**src/rtl/pwrseq_pkg.sv**
```systemverilog
package pwrseq_pkg;

    typedef enum logic [1:0] {
        SEQ_OFF       = 2'd0,
        SEQ_RAMP_UP   = 2'd1,
        SEQ_ON        = 2'd2,
        SEQ_RAMP_DOWN = 2'd3
    } seq_state_e;

    // counter width able to hold values 0..n-1
    function automatic int cnt_w(input int n);
        return (n > 1) ? $clog2(n) : 1;
    endfunction

endpackage

```
**src/rtl/pwrseq_sync.sv**
```systemverilog
module pwrseq_sync #(
    parameter int               W       = 1,
    parameter logic [W-1:0]     RST_VAL = '0
) (
    input  logic         clk,
    input  logic         rst_n,
    input  logic [W-1:0] d,
    output logic [W-1:0] q
);
    logic [W-1:0] stage1;

    always_ff @(posedge clk or negedge rst_n) begin
        if (!rst_n) begin
            stage1 <= RST_VAL;
            q      <= RST_VAL;
        end else begin
            stage1 <= d;
            q      <= stage1;
        end
    end
endmodule

```
**src/rtl/pwrseq_tick.sv**
```systemverilog
module pwrseq_tick
    import pwrseq_pkg::*;
#(
    parameter int TICK_DIV = 20000
) (
    input  logic clk,
    input  logic rst_n,
    output logic tick
);
    localparam int PW = cnt_w(TICK_DIV);

    generate
        if (TICK_DIV > 1) begin : g_div
            localparam logic [PW-1:0] LAST = PW'(TICK_DIV - 1);
            logic [PW-1:0] pre_cnt;

            always_ff @(posedge clk or negedge rst_n) begin
                if (!rst_n) begin
                    pre_cnt <= '0;
                end else if (pre_cnt == LAST) begin
                    pre_cnt <= '0;
                end else begin
                    pre_cnt <= pre_cnt + PW'(1);
                end
            end

            assign tick = (pre_cnt == LAST);


            tick_single_chk: assert property (@(posedge clk) disable iff (!rst_n)
                tick |=> !tick);
        end else begin : g_nodiv
            assign tick = 1'b1;
        end
    endgenerate
endmodule

```
**src/rtl/pwrseq_qual.sv**
```systemverilog
module pwrseq_qual
    import pwrseq_pkg::*;
#(
    parameter int QUAL_TICKS = 94
) (
    input  logic clk,
    input  logic rst_n,
    input  logic tick,
    input  logic req,
    output logic done
);
    localparam int QW = cnt_w(QUAL_TICKS + 1);
    localparam logic [QW-1:0] Q_FULL = QW'(QUAL_TICKS);
    localparam logic [QW-1:0] Q_LAST = QW'(QUAL_TICKS - 1);

    logic [QW-1:0] q_cnt;

    always_ff @(posedge clk or negedge rst_n) begin
        if (!rst_n) begin
            q_cnt <= '0;
            done  <= 1'b0;
        end else if (!req) begin
            q_cnt <= '0;
            done  <= 1'b0;
        end else begin
            done <= 1'b0;
            if (tick && q_cnt != Q_FULL) begin
                q_cnt <= q_cnt + QW'(1);
                if (q_cnt == Q_LAST) begin
                    done <= 1'b1;
                end
            end
        end
    end


    done_needs_req_chk: assert property (@(posedge clk) disable iff (!rst_n)
        done |-> $past(req));


    drop_clears_chk: assert property (@(posedge clk) disable iff (!rst_n)
        !req |=> (q_cnt == '0) && !done);
endmodule

```
**src/rtl/pwrseq_order.sv**
```systemverilog
module pwrseq_order
    import pwrseq_pkg::*;
#(
    parameter int ON_GAP_TICKS  = 94,
    parameter int OFF_GAP_TICKS = 94
) (
    input  logic clk,
    input  logic rst_n,
    input  logic tick,
    input  logic latch,
    output logic fe_en,
    output logic lv_en
);
    localparam int MAX_GAP = (ON_GAP_TICKS > OFF_GAP_TICKS) ? ON_GAP_TICKS : OFF_GAP_TICKS;
    localparam int GW = cnt_w(MAX_GAP);
    localparam logic [GW-1:0] ON_LAST  = GW'(ON_GAP_TICKS - 1);
    localparam logic [GW-1:0] OFF_LAST = GW'(OFF_GAP_TICKS - 1);

    seq_state_e    state, state_nx;
    logic [GW-1:0] gap_cnt, gap_nx;

    always_comb begin
        state_nx = state;
        gap_nx   = gap_cnt;
        unique case (state)
            SEQ_OFF: begin
                if (latch) begin
                    state_nx = SEQ_RAMP_UP;
                    gap_nx   = '0;
                end
            end
            SEQ_RAMP_UP: begin
                if (!latch) begin
                    state_nx = SEQ_RAMP_DOWN;
                    gap_nx   = '0;
                end else if (tick) begin
                    if (gap_cnt == ON_LAST) begin
                        state_nx = SEQ_ON;
                        gap_nx   = '0;
                    end else begin
                        gap_nx = gap_cnt + GW'(1);
                    end
                end
            end
            SEQ_ON: begin
                if (!latch) begin
                    state_nx = SEQ_RAMP_DOWN;
                    gap_nx   = '0;
                end
            end
            SEQ_RAMP_DOWN: begin
                if (latch) begin
                    state_nx = SEQ_RAMP_UP;
                    gap_nx   = '0;
                end else if (tick) begin
                    if (gap_cnt == OFF_LAST) begin
                        state_nx = SEQ_OFF;
                        gap_nx   = '0;
                    end else begin
                        gap_nx = gap_cnt + GW'(1);
                    end
                end
            end
            default: begin
                state_nx = SEQ_OFF;
                gap_nx   = '0;
            end
        endcase
    end

    // state register
    always_ff @(posedge clk or negedge rst_n) begin
        if (!rst_n) begin
            state   <= SEQ_OFF;
            gap_cnt <= '0;
        end else begin
            state   <= state_nx;
            gap_cnt <= gap_nx;
        end
    end

    // outputs, registered alongside the state
    always_ff @(posedge clk or negedge rst_n) begin
        if (!rst_n) begin
            fe_en <= 1'b0;
            lv_en <= 1'b0;
        end else begin
            fe_en <= (state_nx != SEQ_OFF);
            lv_en <= (state_nx == SEQ_ON);
        end
    end


    lv_under_fe_chk: assert property (@(posedge clk) disable iff (!rst_n)
        lv_en |-> fe_en);


    lv_rise_after_fe_chk: assert property (@(posedge clk) disable iff (!rst_n)
        $rose(lv_en) |-> $past(fe_en));


    fe_fall_after_lv_chk: assert property (@(posedge clk) disable iff (!rst_n)
        $fell(fe_en) |-> $past(!lv_en));


    ramp_abort_chk: assert property (@(posedge clk) disable iff (!rst_n)
        (state == SEQ_RAMP_UP && !latch) |=> fe_en && !lv_en);
endmodule

```
**src/rtl/pwrseq_ctrl.sv**
```systemverilog
module pwrseq_ctrl #(
    parameter int TICK_DIV      = 20000,
    parameter int QUAL_TICKS    = 94,
    parameter int ON_GAP_TICKS  = 94,
    parameter int OFF_GAP_TICKS = 94
) (
    input  logic clk,
    input  logic rst_n,
    input  logic pgood,
    input  logic en_req,
    input  logic en_req_n,
    input  logic dis_n,
    output logic fe_en,
    output logic lv_en
);
    // bit order: {dis_n, en_req_n, en_req, pgood}
    localparam logic [3:0] SYNC_RST = 4'b1100;

    logic [3:0] raw_in, syn_in;
    logic       pg_s, req_s, req_n_s, dis_n_s;
    logic       pg_prev, pg_rise;
    logic       tick, qual_done, set_evt, latch;

    assign raw_in = {dis_n, en_req_n, en_req, pgood};

    pwrseq_sync #(.W(4), .RST_VAL(SYNC_RST)) u_sync (
        .clk   (clk),
        .rst_n (rst_n),
        .d     (raw_in),
        .q     (syn_in)
    );

    assign {dis_n_s, req_n_s, req_s, pg_s} = syn_in;

    pwrseq_tick #(.TICK_DIV(TICK_DIV)) u_tick (
        .clk   (clk),
        .rst_n (rst_n),
        .tick  (tick)
    );

    pwrseq_qual #(.QUAL_TICKS(QUAL_TICKS)) u_qual (
        .clk   (clk),
        .rst_n (rst_n),
        .tick  (tick),
        .req   (req_s | ~req_n_s),
        .done  (qual_done)
    );

    always_ff @(posedge clk or negedge rst_n) begin
        if (!rst_n) begin
            pg_prev <= 1'b0;
        end else begin
            pg_prev <= pg_s;
        end
    end

    assign pg_rise = pg_s & ~pg_prev;
    assign set_evt = pg_rise | qual_done;

    // enable state: disable has priority
    always_ff @(posedge clk or negedge rst_n) begin
        if (!rst_n) begin
            latch <= 1'b0;
        end else if (!dis_n_s) begin
            latch <= 1'b0;
        end else if (set_evt) begin
            latch <= 1'b1;
        end
    end

    pwrseq_order #(
        .ON_GAP_TICKS  (ON_GAP_TICKS),
        .OFF_GAP_TICKS (OFF_GAP_TICKS)
    ) u_order (
        .clk   (clk),
        .rst_n (rst_n),
        .tick  (tick),
        .latch (latch),
        .fe_en (fe_en),
        .lv_en (lv_en)
    );


    dis_clears_chk: assert property (@(posedge clk) disable iff (!rst_n)
        !dis_n_s |=> !latch);


    pg_sets_chk: assert property (@(posedge clk) disable iff (!rst_n)
        (pg_rise && dis_n_s) |=> latch);


    latch_holds_chk: assert property (@(posedge clk) disable iff (!rst_n)
        (latch && dis_n_s) |=> latch);
endmodule

```
**config.mk**
```make
export PLATFORM = sky130hd
export DESIGN_NAME = pwrseq_ctrl
export DESIGN_NICKNAME = d
export VERILOG_FILES = /design/src/rtl/pwrseq_pkg.sv /design/src/rtl/pwrseq_sync.sv /design/src/rtl/pwrseq_tick.sv /design/src/rtl/pwrseq_qual.sv /design/src/rtl/pwrseq_order.sv /design/src/rtl/pwrseq_ctrl.sv
export SDC_FILE = /design/constraint.sdc
export NUM_CORES = 1
export LEC_CHECK = 0
export ABC_CLOCK_PERIOD_IN_PS = 3200
export CELL_PAD_IN_SITES_DETAIL_PLACEMENT = 0
export CELL_PAD_IN_SITES_GLOBAL_PLACEMENT = 1
export CORE_AREA = 2 2 76 78
export DETAILED_ROUTE_END_ITERATION = 10
export DIE_AREA = 0 0 78 80
export DONT_BUFFER_PORTS = 1
export MAX_ROUTING_LAYER = met4
export PLACE_DENSITY_LB_ADDON = 0.1
export SYNTH_ARGS = -nofsm -noshare
export SYNTH_HDL_FRONTEND = slang
export SYNTH_SLANG_ARGS = --single-unit
```
**constraint.sdc**
```tcl
create_clock -name clk -period 3.2 [get_ports clk]
set_input_delay 0.64 -clock clk [delete_from_list [all_inputs] [get_ports clk]]
set_output_delay 0.64 -clock clk [all_outputs]
set_load 0.02 [all_outputs]
```
Yosys cells after proc, flatten, opt, wreduce, memory -nomap -nowiden. Cells that the tools add are included.

Bits in registers: 44. Word-level logic and storage cells: 59.

Reductions and logical operators: 4. Bitwise operators: 5. Equality and inequality tests: 12. Muxes and demuxes: 24. $add $sub $neg: 3.

Operator list (count): 7-bit two-way mux (8); 7-bit case mux with 4 select lines (1); 2-bit two-way mux (8); 15-bit by 1-bit adder with 15-bit output (second input constant) (1); 15-bit equality test (second input constant) (1); 15-bit two-way mux (1); 7-bit by 1-bit adder with 7-bit output (second input constant) (2); 7-bit equality test (second input constant) (2); 2-bit inequality test (second input constant) (4); 2-bit case mux with 4 select lines (1); 7-bit inequality test (second input constant) (1); 2-bit equality test (second input constant) (3); 1-bit two-way mux (5); 2-bit by 1-bit equality test with 1-bit output (second input constant) (1); 2-bit logical NOT (1); 1-bit NOT (2); 1-bit OR (2); 2-bit AND reduction (1); 2-bit nonzero test (1); 1-bit AND (1); 1-bit logical AND (1).

Logic depth before layout (Yosys ltp). Gate-level depths: netlist of run 1.

Word-level depth: 6. Gate-level depth with buffers: 7.

Modules after synthesis. From an unflattened synthesis of run 1, not the netlist that was laid out.

Cells, all modules: 190. Area, all modules: 2069.5 um2.

By module, submodules not included: pwrseq_tick (cells each 63, times used 1, sequential area each 375.4 um2, area each 695.7 um2); pwrseq_order (cells each 67, times used 1, sequential area each 275.3 um2, area each 636.9 um2); pwrseq_qual (cells each 47, times used 1, sequential area each 200.2 um2, area each 460.4 um2); pwrseq_sync (cells each 8, times used 1, sequential area each 205.2 um2, area each 205.2 um2); pwrseq_ctrl (cells each 5, times used 1, sequential area each 50.0 um2, area each 71.3 um2).

Worst setup path after synthesis of run 1. No wires, ideal clock.

Path kind: reg2reg. Start point: register u_tick.g_div.pre_cnt[5]. End point: register u_qual.q_cnt[5]. Arrival: 2291 ps. Setup time: 78 ps. Slack: 831 ps. Buffers on the path: 2. Period minus slack after synthesis: 2369 ps. Stages on the path, launching flop included: 7. Data required time: 3122 ps. Cell sequence: dfrtp_1 -> buf_6 -> or4_4 -> or4_1 -> buf_2 -> or4_1 -> a21oi_1.

Word-level cells in the longest chain between the ends: 3.

Ends and longest elaborated chain: start: declaration (RTL line pwrseq_tick.sv:15) `logic [PW-1:0] pre_cnt;`; start signal: assignment (RTL line pwrseq_tick.sv:23) `pre_cnt <= pre_cnt + PW'(1);`; 15-bit equality test (RTL line pwrseq_tick.sv:27) `assign tick = (pre_cnt == LAST);`; 1-bit logical AND (RTL line pwrseq_qual.sv:27) `if (tick && q_cnt != Q_FULL) begin`; 2-bit inequality test (no line); end signal: assignment (RTL line pwrseq_qual.sv:28) `q_cnt <= q_cnt + QW'(1);`; end: declaration (RTL line pwrseq_qual.sv:16) `logic [QW-1:0] q_cnt;`.

Every way passes these cells. A chain may end at the register's enable or synchronous reset.

Worst setup path after layout of run 1. Same ends and word-level chain as after synthesis.

==> results of run 1 <==
## registers in the layout, summed over array words and instances (netlist names)
name,count
u_tick.g_div.pre_cnt,15
u_sync.q,4
u_qual.q_cnt,7
pg_prev,1
u_order.lv_en,1
u_qual.done,1
u_sync.stage1,4
latch,1
u_order.gap_cnt,7
u_order.state,2
u_order.fe_en,1
## critical path, cell delays in order, from the launching register on
cell     delay [ns]
dfrtp_1        0.47
or4_4          0.57
or4_1          0.70
or4_1          0.55
a21oi_1        0.14
## routing by layer
layer  wire length [microns]  track usage, %
met1                    1963           18.88
met2                    1981           24.22
met3                     146           3.394
met4                      19           4.912
met5                       0               -
## cell type report
cell class	instances	area share, %
clock buffers	5	2.959
inverters	6	0.9683
well taps	72	3.873
multi-input cells	144	40.77
clock inverters	3	3.873
flip-flops and latches	44	47.55
## through the flow
| step | worst slack [ns] | instances | hold slack, ns | cell area (sq um) | total power [mW] |
|---|---|---|---|---|---|
| global route | 0.5241 | 274 | 0.005650 | 2326 | 1.209 |
| floorplan | 0.8314 | 203 | 0.3312 | 2120 | 0.5920 |
| global placement | 0.7394 | 266 | 0.3414 | 2167 | 0.5974 |
| finish | 0.6840 | 274 | 0.03304 | 2326 | 1.158 |
| detailed placement | 0.6913 | 266 | 0.3419 | 2167 | 0.5969 |
| CTS | 0.6753 | 274 | 0.01915 | 2326 | 1.176 |
## cells in the mapped netlist, types with 5 or more instances
library cell  instances  area share, %
nor3_1                5            1.2
nor2_1               12            2.1
dfrtp_1              40             47
xnor2_1               7            2.9
a21oi_1              12            2.8
ha_1                  6            3.5
nand4_1               8            2.4
nand3_1              19            4.5
nand2_1               9            1.6
inv_1                 6            1.1
or4_1                 7            2.5
clkbuf_1              6            1.1
o31ai_1               5            1.8
xor2_1                6            2.5
## power by group through the flow
stage / clock network, mW / registers, mW / logic (mW)
after floorplan: 0 / 0.579 / 0.0133
after detailed placement: 0 / 0.580 / 0.0166
final: 0.572 / 0.569 / 0.0168
after global routing: 0.620 / 0.571 / 0.0191
after global placement: 0 / 0.580 / 0.0172
after CTS: 0.590 / 0.569 / 0.0168
## worst max path at each step
stage | endpoint | cells past startpoint
2_1_floorplan | u_qual.q_cnt[5] | 6
3_3_place_gp | u_qual.q_cnt[5] | 4
3_5_place_dp | u_qual.q_cnt[5] | 4
4_1_cts | u_qual.q_cnt[5] | 4
5_1_grt | u_order.lv_en | 4
6_report | u_qual.q_cnt[5] | 4
## cell families after synthesis
kind of cell | share of synthesized area, %
buffers and inverters | 3.069
xor gates and xnor gates | 5.372
DFF | 52.18
muxes | 0.4723
adders and majority gates | 3.542
and+or+nand+nor | 23.38
AOI/OAI and AO/OA | 11.98
==> flow_metrics.py, run 1 <==
metrics = {
    "die": {
        "die_area_sq_um": 6240,
        "io_pins": 8,
        "fp.dieW_microns": 78,
        "die_y_microns": 80,
        "coreArea_sq_um": 5405,
        "start_util_pct": 39.21,
        "fp-row-count": 27,
    },
    "sta": {
        "finClkSkew_ns": 0.005227,
        "hold_viol": 0,
        "fin_crit_sh_pct": 78.62,
        "max_freq_mhz": 397.5,
        "rsz0062_at_grt": "false",
        "tns_ns": 0,
        "report.final.slew_viol_count": 0,
        "period_minus_slack_ns": 2.516,
        "tightest_slew_ns": 0.5852,
        "finalSetupViolCount": 0,
        "maxSlewHeadroom_pct": 60.90,
    },
    "global_route": {
        "antenna_found_initial": 0,
        "grt_pass1_vias": 1550,
        "grt_max_degree": 45,
        "grt_overflow_total": 0,
        "grt_pass1_wl_microns": 7169,
        "track_usage_pct": 15.02,
    },
    "logic_synthesis": {
        "yosysUniqueCellTypes": 45,
        "synth_ff_type": "dfrtp_1",
        "async_reset_ff_share_pct": 100.0,
        "syn_inst": 203,
        "syn_avg_cell_area_sq_um": 10.44,
        "synth_enable_flop_cells": 0,
        "synth_nets": 215,
        "syn_area_sq_um": 2120,
        "yosys_warnings": 0,
        "ys_seq_elements": 44,
        "synth-seq-area-share_pct": 52.18,
    },
    "cts": {
        "htreeDepth": 2,
        "cts_root_buf": "clkbuf_8",
        "post_cts_buffers": 0,
        "clockBufferDepth": 2,
        "cts_resized": 0,
        "clk_latency_ns": 0.29,
        "clk_pin_slew_ns": 0.08,
        "cts_made_buffers": 5,
        "cts_tree": "built",
        "holdBufCountCts": 0,
        "cts.sinks": 44,
    },
    "cells_and_area": {
        "syn_to_final_growth_pct": 9.740,
        "multiInputGateArea_sq_um": 948.4,
        "n_antenna_cell": 0,
        "seqCellArea_sq_um": 1106,
        "drive_gt1_share_pct": 9.406,
        "fillers": 519,
        "nets": 213,
        "final_common_cell": "dfrtp_1",
        "final_cell_mix": "40 x dfrtp_1, 19 x nand3_1, 12 x nor2_1, 12 x a21oi_1, 9 x nand2_1",
        "utilization_pct": 43.03,
    },
    "outcome": {
        "status": "finished clean",
    },
    "placement": {
        "place.port_buffers": 0,
        "hpwl_microns": 2897,
        "gp_congestion": 0.8881,
    },
    "run": {
        "cap_viol_max_count": 0,
    },
    "routing": {
        "drt_wl_total_microns": 4111,
        "viasPerCell": 5.664,
        "detail_route.drc_violations": 0,
        "dr.first_iter.drc_count": 74,
        "dr.pass1.iters": 4,
        "ant_nets": 0,
        "avgRoutedWirePerCell_microns": 15.00,
        "routed-via-count": 1552,
    },
    "critical_path": {
        "worstSetupPathType": "reg -> reg",
        "crit_arrival_ns": 2.74,
        "cp_max_fo": 9,
        "required_ns": 3.42,
        "startpoint": "u_tick.g_div.pre_cnt[5]",
        "critPathCaptureType": "flip-flop",
        "reg2reg_slack_ns": 0.68,
        "crit_path_start_kind": "flip-flop",
        "r2r_start": "u_tick.g_div.pre_cnt[5]",
        "rr_endpoint": "u_qual.q_cnt[5]",
        "reg2reg_depth": 4,
    },
    "power_and_ir_drop": {
        "vdd.ir_drop.worst_v": 0.0002477,
        "p_int_uw": 960.3,
        "seqPwrFrac_pct": 49.2,
        "p_clk_share_pct": 49.4,
        "p_comb_share_pct": 1.5,
        "power_switching_uw": 198.2,
        "power_density_nw_per_um2": 498.1,
        "p_leak_nw": 0.9500,
        "p_sw_share_pct": 17.10,
    },
    "worst_hold_path": {
        "min_path_type": "in -> async",
    },
}
(Power assumes the default switching activity.)
==> run 2, diff against run 1 <==
ABC_CLOCK_PERIOD_IN_PS = 2400   (was 3200)
clock period = 2.4 ns   (was 3.2 ns; I/O delays follow)
==> run 2 against run 1 <==
Cell count up 3.6%. Count of clock-buffer cells in the layout stayed put. Via count up 1.2%. Non-clock buffer count up 10. Final area grew 2.0%. Power is 17% higher. Highest routed layer unchanged. Die area unchanged. Fmax increased by 9.8%. Register-to-register slack got worse by 0.57 ns. Clock skew is 0.0015 ns lower. Clock power shrank 2%.
==> flow_metrics.py, run 2 (synthesis results as in run 1) <==
metrics = {
    "outcome": {
        "status": "finished clean",
    },
    "sta": {
        "period_minus_slack_ns": 2.291,
        "tightest_slew_ns": 0.6039,
        "rsz0062_at_grt": "false",
        "max_freq_mhz": 436.6,
        "whs_ns": 0.01900,
        "hold_viol": 0,
        "finClkSkew_ns": 0.003721,
        "fin_crit_sh_pct": 95.44,
        "maxSlewHeadroom_pct": 59.66,
        "fin_ws_ns": 0.1094,
        "report.final.slew_viol_count": 0,
        "finalSetupViolCount": 0,
        "tns_ns": 0,
    },
    "cells_and_area": {
        "drive_gt1_share_pct": 13.68,
        "largest_reg_flops": 15,
        "final_common_cell": "dfrtp_1",
        "n_antenna_cell": 0,
        "fin_area_sq_um": 2372,
        "final_cell_mix": "40 x dfrtp_1, 19 x nand3_1, 12 x nor2_1, 12 x a21oi_1, 9 x nand2_1",
        "fillers": 530,
        "fin_cells": 284,
        "syn_to_final_growth_pct": 11.92,
        "reg_top3": "u_tick.g_div.pre_cnt (15), u_order.gap_cnt (7), u_qual.q_cnt (7)",
        "top_register": "u_tick.g_div.pre_cnt",
        "nets": 223,
    },
    "critical_path": {
        "r2r_start": "u_tick.g_div.pre_cnt[5]",
        "slowest_stage": "or4_4",
        "required_ns": 2.61,
        "crit_arrival_ns": 2.51,
        "path_common_cell": "or4_4",
        "cp_top_family": "simple AND/OR/NAND/NOR gates",
        "critPathCapture": "u_qual.q_cnt[5]",
        "startpoint": "u_tick.g_div.pre_cnt[5]",
        "critPathCaptureType": "flip-flop",
        "rr_endpoint": "u_qual.q_cnt[5]",
        "crit_chain": "or4_4 > or4_4 > or4_1 > a21oi_1",
        "reg2reg_depth": 4,
        "crit_buf_inv": 0,
        "cp_max_fo": 7,
        "cp.depth": 4,
        "crit_path_start_kind": "flip-flop",
        "worstSetupPathType": "reg -> reg",
        "cpPeakStageDelay_ns": 0.60,
        "reg2reg_slack_ns": 0.11,
    },
    "power_and_ir_drop": {
        "power_density_nw_per_um2": 573.7,
        "vdd.ir_drop.worst_v": 0.0003019,
        "p_leak_nw": 0.9785,
    },
    "routing": {
        "drt_wl_total_microns": 4209,
        "dr.pass1.iters": 4,
        "ant_nets": 0,
        "detail_route.drc_violations": 0,
        "dr.first_iter.drc_count": 79,
        "avgRoutedWirePerCell_microns": 14.82,
        "routed-via-count": 1570,
        "viasPerCell": 5.528,
    },
    "global_route": {
        "grt_max_degree": 41,
        "antenna_found_initial": 0,
        "grt_pass1_vias": 1545,
        "grt_overflow_total": 0,
        "grt_pass1_wl_microns": 7334,
        "track_usage_pct": 15.40,
    },
    "die": {
        "io_pins": 8,
        "fp-row-count": 27,
        "die_area_sq_um": 6240,
        "start_util_pct": 39.21,
        "fp.dieW_microns": 78,
        "die_y_microns": 80,
        "coreArea_sq_um": 5405,
    },
    "cts": {
        "cts_made_buffers": 5,
        "htreeDepth": 2,
        "clk_latency_ns": 0.29,
        "cts.sinks": 44,
        "cts_tree": "built",
        "cts_root_buf": "clkbuf_8",
        "clockBufferDepth": 2,
        "clk_pin_slew_ns": 0.08,
    },
    "run": {
        "cap_viol_max_count": 0,
    },
    "placement": {
        "place.port_buffers": 0,
        "pre_cts_ws_ns": 0.02314,
        "gp_congestion": 0.8781,
        "hpwl_microns": 2949,
        "dp_cells": 274,
        "placedInstanceArea_sq_um": 2227,
    },
    "worst_hold_path": {
        "min_path_type": "in -> async",
    },
}
==> run 2: cell count changes in the layout (fill, tap and decap cells not counted), sizes merged <==
cell and delta:
buf +9, bufinv -2, clkinv +1, clkinvlp +1, dlygate4sd3 +1
==> run 2: stage by stage <==
step | util [%] | power (mW)
floorplan | - | 0.7894
global placement | 41.20 | 0.7997
detailed placement | 41.20 | 0.7991
CTS | 43.70 | 1.378
global route | 43.89 | 1.431
finish | 43.89 | 1.361
==> run 2: metal layers <==
| metal | part of all wire (%) | vias up | GRT usage, % |
|---|---|---|---|
| met3 | 3.2 | 6 | 3.394 |
| met4 | 1.7 | 0 | 5.965 |
| met1 | 48 | 775 | 20.26 |
| li1 | - | 763 | - |
| met5 | 0 | - | - |
| met2 | 47 | 26 | 23.36 |
==> run 2: worst min-delay path by stage <==
stage	end	slack [ns]	cells past startpoint
6_report	u_order.gap_cnt[6]	0.02	1
5_1_grt	u_qual.q_cnt[2]	0.02	1
4_1_cts	u_sync.q[2]	0.01	0
3_5_place_dp	u_sync.q[1]	0.19	0
3_3_place_gp	u_sync.stage1[1]	0.19	0
2_1_floorplan	latch	0.18	0
==> run 2: timing repair <==
| action | CTS | global route |
|---|---|---|
| resized for setup | 1 | 0 |
| endpoints found under the setup margin | 1 | 0 |
| endpoints found under the hold margin | 40 | 4 |
| buffers inserted | 0 | 0 |
| hold buffers | 1 | 1 |
==> run 2: final cells by class <==
type	count	area, sq um	area share (%)
Clock buffer	5	68.82	2.901
Clock inverter	3	42.54	1.793
Inverter	6	22.52	0.9494
Multi-Input combinational cell	144	952.2	40.14
Sequential cell	44	1106	46.62
Tap cell	72	90.09	3.797
Timing Repair Buffer	10	90.09	3.797
==> run 2: power by group <==
group          internal [mW]  total [mW]  switching, mW  leakage (nW)
Clock                  0.308       0.558          0.250        0.0541
Sequential             0.753       0.759        0.00589         0.560
Combinational         0.0143      0.0437         0.0294         0.365
Total                   1.08        1.36          0.286         0.979
==> run 3, diff against run 2 <==
CORE_AREA = 2 2 69 71   (was 2 2 76 78)
DIE_AREA = 0 0 71 73   (was 0 0 78 80)
SLEW_MARGIN = 20   (was not set)
==> run 3 against run 2 <==
Sequential share of layout area is 0.72 points higher. Clock skew is 0.0046 ns higher. Count of clock-buffer cells in the layout is 1 higher. Highest routed layer unchanged. Hold slack worse by 0.00053 ns. Power is 5.8% lower. Sequential power hardly changed. Critical path depth stayed put. Cell count is 6.3% lower. Core utilization is 7.6 points higher. Clock power is 14% lower. Via count is 0.76% higher. Combinational power is 5.5% higher.
==> flow_metrics.py, run 3 (synthesis results as in run 1) <==
metrics = {
    "die": {
        "fp-row-count": 25,
        "die_y_microns": 73,
        "fp.dieW_microns": 71,
        "io_pins": 8,
        "coreArea_sq_um": 4536,
        "start_util_pct": 46.73,
        "die_area_sq_um": 5183,
    },
    "routing": {
        "dr.pass1.iters": 4,
        "detail_route.drc_violations": 0,
        "viasPerCell": 5.947,
        "routed-via-count": 1582,
        "dr.first_iter.drc_count": 74,
        "ant_nets": 0,
        "drt_wl_total_microns": 4156,
        "avgRoutedWirePerCell_microns": 15.62,
    },
    "sta": {
        "period_minus_slack_ns": 2.250,
        "whs_ns": 0.01848,
        "fin_crit_sh_pct": 93.77,
        "max_freq_mhz": 444.3,
        "hold_viol": 0,
        "finClkSkew_ns": 0.008371,
        "tightest_slew_ns": 0.6161,
        "tns_ns": 0,
        "maxSlewHeadroom_pct": 58.84,
        "finalSetupViolCount": 0,
        "rsz0062_at_grt": "false",
        "fin_ws_ns": 0.1495,
        "report.final.slew_viol_count": 0,
    },
    "critical_path": {
        "critPathCaptureType": "flip-flop",
        "slowest_stage": "or4_4",
        "crit_path_start_kind": "flip-flop",
        "crit_chain": "or4_4 > or4_4 > or4_1 > a21oi_1",
        "crit_arrival_ns": 2.47,
        "crit_buf_inv": 0,
        "required_ns": 2.62,
        "cp_top_family": "simple AND/OR/NAND/NOR gates",
        "worstSetupPathType": "reg -> reg",
        "path_common_cell": "or4_4",
        "cpPeakStageDelay_ns": 0.60,
        "cp_max_fo": 7,
    },
    "power_and_ir_drop": {
        "p_leak_nw": 0.9678,
        "vdd.ir_drop.worst_v": 0.0002688,
        "power_density_nw_per_um2": 549.0,
        "power_mw": 1.282,
    },
    "global_route": {
        "grt_pass1_wl_microns": 7251,
        "grt_overflow_total": 0,
        "antenna_found_initial": 0,
        "grt_pass1_vias": 1589,
        "grt_max_degree": 41,
        "track_usage_pct": 18.56,
    },
    "placement": {
        "hpwl_microns": 2891,
        "place.port_buffers": 0,
        "placedInstanceArea_sq_um": 2205,
        "dp_cells": 256,
        "gp_congestion": 0.8331,
        "pre_cts_ws_ns": 0.06995,
    },
    "cells_and_area": {
        "top_register": "u_tick.g_div.pre_cnt",
        "fin_area_sq_um": 2336,
        "drive_gt1_share_pct": 13.68,
        "reg_top3": "u_tick.g_div.pre_cnt (15), u_order.gap_cnt (7), u_qual.q_cnt (7)",
        "seqCellArea_sq_um": 1106,
        "syn_to_final_growth_pct": 10.21,
        "utilization_pct": 51.50,
        "largest_reg_flops": 15,
        "multiInputGateArea_sq_um": 952.2,
        "final_cell_mix": "40 x dfrtp_1, 19 x nand3_1, 12 x nor2_1, 12 x a21oi_1, 9 x nand2_1",
        "n_antenna_cell": 0,
        "nets": 223,
        "final_common_cell": "dfrtp_1",
        "fillers": 412,
        "fin_cells": 266,
    },
    "cts": {
        "cts_tree": "built",
        "cts.sinks": 44,
        "clk_latency_ns": 0.29,
        "clockBufferDepth": 2,
        "post_cts_buffers": 0,
        "cts_root_buf": "clkbuf_8",
        "clk_pin_slew_ns": 0.08,
        "cts_made_buffers": 5,
        "htreeDepth": 2,
    },
    "run": {
        "cap_viol_max_count": 0,
    },
    "worst_hold_path": {
        "min_path_type": "in -> async",
    },
    "outcome": {
        "status": "finished clean",
    },
}
==> run 3: area by class of cell <==
| class | count | share of cell area [%] |
|---|---|---|
| flip-flops and latches | 44 | 47.35 |
| multi-input cells | 144 | 40.76 |
| repair buffers | 10 | 3.856 |
| well taps | 54 | 2.892 |
| inverters | 6 | 0.9641 |
| clock buffers | 6 | 3.535 |
| clock inverters | 2 | 0.6427 |
==> run 3: worst paths after layout <==
check                                        startpoint                to  slack (ns)  depth (start not counted)
worst max-delay path            u_tick.g_div.pre_cnt[7]   u_qual.q_cnt[5]        0.15                          4
worst min-delay path                              rst_n  u_order.state[0]        0.02                          1
worst max register to register  u_tick.g_div.pre_cnt[7]   u_qual.q_cnt[5]        0.15                          4
worst min register to register         u_sync.stage1[0]       u_sync.q[0]        0.35                          0
max in group asynchronous                         rst_n  u_sync.stage1[3]        1.66                          1
min in group clk                               en_req_n  u_sync.stage1[2]        0.17                          0
==> run 3: power by group <==
| part | switching (mW) | internal [mW] |
|---|---|---|
| sequential | 0.00517 | 0.753 |
| combinational | 0.0317 | 0.0144 |
| clock | 0.245 | 0.233 |
==> run 3: repair_timing <==
item | in CTS | in global routing
endpoints found under the hold margin | 40 | 4
resized for setup | 0 | 1
hold buffers | 1 | 1
setup endpoints to repair | 0 | 1
==> run 3: layer usage <==
layer | global-route usage, % | part of all wire (%) | vias up | wire length, microns
li1 | - | - | 765 | -
met1 | 22.82 | 46 | 775 | 1931
met5 | - | 0 | - | 0
met2 | 29.80 | 47 | 33 | 1961
met4 | 7.757 | 1.9 | 0 | 81
met3 | 4.144 | 4.4 | 9 | 182
